`config.mk`:
```
export PLATFORM = sky130hd
export DESIGN_NAME = adc_seq_ctrl
export DESIGN_NICKNAME = d
export VERILOG_FILES = /design/src/rtl/adc_seq_ctrl.sv
export SDC_FILE = /design/constraint.sdc
export NUM_CORES = 1
export LEC_CHECK = 0
export BUFFER_PORTS_ARGS = -buffer_cell sky130_fd_sc_hd__buf_2
export CORE_MARGIN = 1.5
export CORE_UTILIZATION = 52
export DETAILED_ROUTE_END_ITERATION = 12
export PLACE_DENSITY_LB_ADDON = 0.05
export SLEW_MARGIN = 20
export SYNTH_ARGS = -nofsm -noshare
export SYNTH_HDL_FRONTEND = slang
export SYNTH_SLANG_ARGS = --single-unit
export TNS_END_PERCENT = 1
```
`constraint.sdc`:
```
create_clock -name clk -period 3.5 [get_ports clk]
set_input_delay 0.35 -clock clk [delete_from_list [all_inputs] [get_ports clk]]
set_output_delay 0.35 -clock clk [all_outputs]
set_load 0.005 [all_outputs]
```
`src/rtl/adc_seq_ctrl.sv`:
```
module adc_seq_ctrl #(
  parameter int DW = 10
) (
  input  logic          clk,
  input  logic          rst_n,
  input  logic          ctl_wr,
  input  logic [5:0]    ctl_wdata,
  input  logic [2:0]    rd_addr,
  output logic [DW-1:0] rd_data,
  output logic          conv_start,
  output logic [2:0]    conv_chan,
  input  logic          conv_done,
  input  logic [DW-1:0] conv_data,
  output logic [7:0]    reg_flag,
  output logic          seq_done,
  output logic          busy
);

  logic [2:0]    start_ch;
  logic          len8, multi, scan;
  logic [2:0]    idx;
  logic          req;
  logic [DW-1:0] res [8];
  logic [2:0]    last_idx;

  assign last_idx   = len8 ? 3'd7 : 3'd3;
  assign conv_start = req;
  assign conv_chan  = multi ? start_ch + idx : start_ch;
  assign rd_data    = res[rd_addr];

  always_ff @(posedge clk or negedge rst_n) begin
    if (!rst_n) begin
      start_ch <= '0;
      len8     <= 1'b0;
      multi    <= 1'b0;
      scan     <= 1'b0;
      idx      <= '0;
      req      <= 1'b0;
      busy     <= 1'b0;
      reg_flag <= '0;
      seq_done <= 1'b0;
      for (int i = 0; i < 8; i++) res[i] <= '0;
    end else if (ctl_wr) begin
      start_ch <= ctl_wdata[2:0];
      len8     <= ctl_wdata[3];
      multi    <= ctl_wdata[4];
      scan     <= ctl_wdata[5];
      idx      <= '0;
      req      <= 1'b1;
      busy     <= 1'b1;
      reg_flag <= '0;
      seq_done <= 1'b0;
    end else if (req) begin
      req <= 1'b0;
    end else if (busy && conv_done) begin
      res[idx]      <= conv_data;
      reg_flag[idx] <= 1'b1;
      if (idx == last_idx) begin
        seq_done <= 1'b1;
        idx      <= '0;
        req      <= scan;
        busy     <= scan;
      end else begin
        idx <= idx + 3'd1;
        req <= 1'b1;
      end
    end
  end

endmodule


```
==> impl_results.md <==
* Syn nets at 317
* Vias post-DR at 2508
* Util after Layout at 58.1%
* Final Cycle Share at 65.0%
* Diode count at 0
* CTS tree: done
* Antenna viol nets, final at 0
* Setup CP Type: in2out
* WL met2 at 4020 µm
* Dpl hpwl at 5390 µm
* Final TNS setup at 0 ps
* First-pass GRT wire length at 14400 µm
* Leakage at 2.51 nW
* Clock-pin slew on the worst setup and hold paths at 90 ps
* Ranking of synthesized cells by area: dfrtp_1 (54%), mux2_2 (20%), mux4_2 (6.3%)
* Synth cell types at 35
* Vias per cell at 5.66
* 1st-iter DRT viols at 63
* Nets@finish at 358
* Post-synth ARST share at 100%
* Most used DFF post-synth: dfrtp_1
* Die W at 97.2 µm
* Cells on worst reg2reg path at 3
* Area Overhead vs Synth at 9.21%
* Routability cong. at 0.694
* Post-CTS setup buffer count at 0
* GRT overflow at 0
* Req. time, crit path at 3150 ps
* Met3 routed WL at 177 µm
* Pins Over Slew Limit at 0
* Share of cells above drive strength 1 at 52.2%
* Cells after synthesis at 291
* #FFs+latches synth at 100
* Routed wire per std cell at 19.5 µm
* Worst relative slew slack at 53.4%
* Crit path max fanout at 20
* # IOs at 47
* Initial antenna violation count at 0
* Synth top area share at 54.2%
* Cell with the most instances after synthesis: dfrtp_1
* Max-cap violations at 0
* Clk_lat worst skew at 360 ps
* Placeable Area at 8680 µm²
* Uppermost layer routed: met4
* Post-placement cell area at 4860 µm²
* Most frequent cells after synthesis: dfrtp_1 (100), mux2_2 (83), mux4_2 (13), mux2_4 (10)
* Initial Util at 53.2%
* Worst Setup End Kind: primary output
* CTS Sinks at 100
* Status: complete, no violations
* Seq/Total Area, Yosys at 54.2%
* Maximum VDD drop at 0.263 mV
* Maximum clock path buffer count at 2
* Footprint of the multi-input gates at 1950 µm²
* Cts hold-fix bufs at 0
* Fillers at 705
* Unrepaired setup endpoints after global routing: no
* Worst path arrival time at 1920 ps
* Fmax at 440 MHz
* Die ar. at 9460 µm²
* Mapped Area at 4620 µm²
* Row count at 34
* Die height at 97.2 µm
* Gates resized, CTS repair at 0
* IO Port Bufs at 46
* Routed WL at 8620 µm
* Register area at 2500 µm²
* CTS buffer count at 9
* Clock root cell: clkbuf_8
* Syn_area_per_cell at 15.9 µm²
* DRT met1 WL at 4310 µm
* # DRC at 0
* Min cycle time layout at 2270 ps
* EDFF count, synth at 0
* PD cells at 439 nW/µm²
* Vias in the first global route at 2664
* Ys Warns at 0
* Final hold viol count at 0
* Setup-failing EPs final at 0
* Worst Skew at 11.9 ps
* Finished layout cell area at 5040 µm²
* Worst Setup Start Kind: input port
* DR pass1 iterations at 4
* Min-delay worst type: in2async
* Largest net degree at the start of global routing at 54
* H-tree depth at 3
* Worst-Margin Slew at 698 ps
* Leading area contributor after synthesis: dfrtp_1
* GRT Total Usage at 19.9%
==> area by class of cell <==
type / instances / area share [%]
multi-input combinational: 166 / 38.7
clock buffer: 9 / 2.46
timing repair buffer: 48 / 4.91
tap: 108 / 2.68
clock inverter: 5 / 1.09
inverter: 7 / 0.521
sequential: 100 / 49.6
==> kinds of logic (layout without fill, tap and decap cells) <==
family	Yosys count	count (layout)	synth area share, %
muxes	119	119	35.2
DFF	100	100	54.2
and+or+nand+nor	27	27	3.68
buffers and inverters	25	69	3.52
AOI/OAI and AO/OA	14	14	1.82
adders and majority gates	3	3	0.975
xor gates and xnor gates	3	3	0.569
==> stage by stage <==
stage	total power, mW	instances	setup slack [ps]	hold slack (ps)
after floorplan	1.45	291	1830	54.4
after detailed placement	1.55	429	1180	439
after global routing	2.32	443	1060	73.6
after global placement	1.54	429	1190	441
after CTS	2.24	443	1180	44.3
final	2.22	443	1230	27.3
==> power by group <==
group	internal, mW	switching, mW	leakage (nW)
Clock	0.320	0.378	0.0870
Combinational	0.136	0.103	1.08
Sequential	1.23	0.0434	1.34
==> cells in the final DEF (no fill, tap or decap), types with 3 or more instances in the layout <==
master,netlist,routed
mux4_2,13,13
nor2_1,8,8
a31oi_1,3,3
nand2_1,8,8
clkbuf_8,0,9
mux4_1,7,7
dfrtp_1,100,100
inv_1,7,7
mux2_4,10,10
buf_4,1,3
o21ai_0,6,6
buf_2,4,45
mux2_1,5,5
mux2_2,83,83
==> sequential cells by signal, indices dropped and copies added (netlist names) <==
name / cells
busy: 1
conv_start: 1
idx: 3
len8: 1
multi: 1
reg_flag: 8
res: 80
scan: 1
seq_done: 1
start_ch: 3
==> path summary, 6_finish.rpt <==
path / start / end / slack, ps
worst max-delay path: rd_addr[0] / rd_data[4] / 1230
worst min-delay path: rst_n / res[58]$_DFFE_PN0P_ / 30
min in group clk: ctl_wdata[0] / start_ch[0]$_DFFE_PN0P_ / 220
worst max register to register: idx[0]$_DFFE_PN0P_ / res[7]$_DFFE_PN0P_ / 1580
max in group asynchronous: rst_n / res[36]$_DFFE_PN0P_ / 2640
worst min register to register: res[77]$_DFFE_PN0P_ / res[77]$_DFFE_PN0P_ / 500
==> layer usage <==
| layer | vias to the layer above | global-route usage (%) |
|---|---|---|
| met5 | - | 0 |
| met2 | 31 | 30.6 |
| li1 | 1146 | - |
| met3 | 10 | 3.81 |
| met4 | 0 | 6.26 |
| met1 | 1321 | 29.1 |
==> worst max-delay path: stages <==
cell and delay, ps:
buf_2 530, mux4_1 630, mux2_2 270, buf_2 130
No activity file was read; power rests on OpenSTA's default activity.
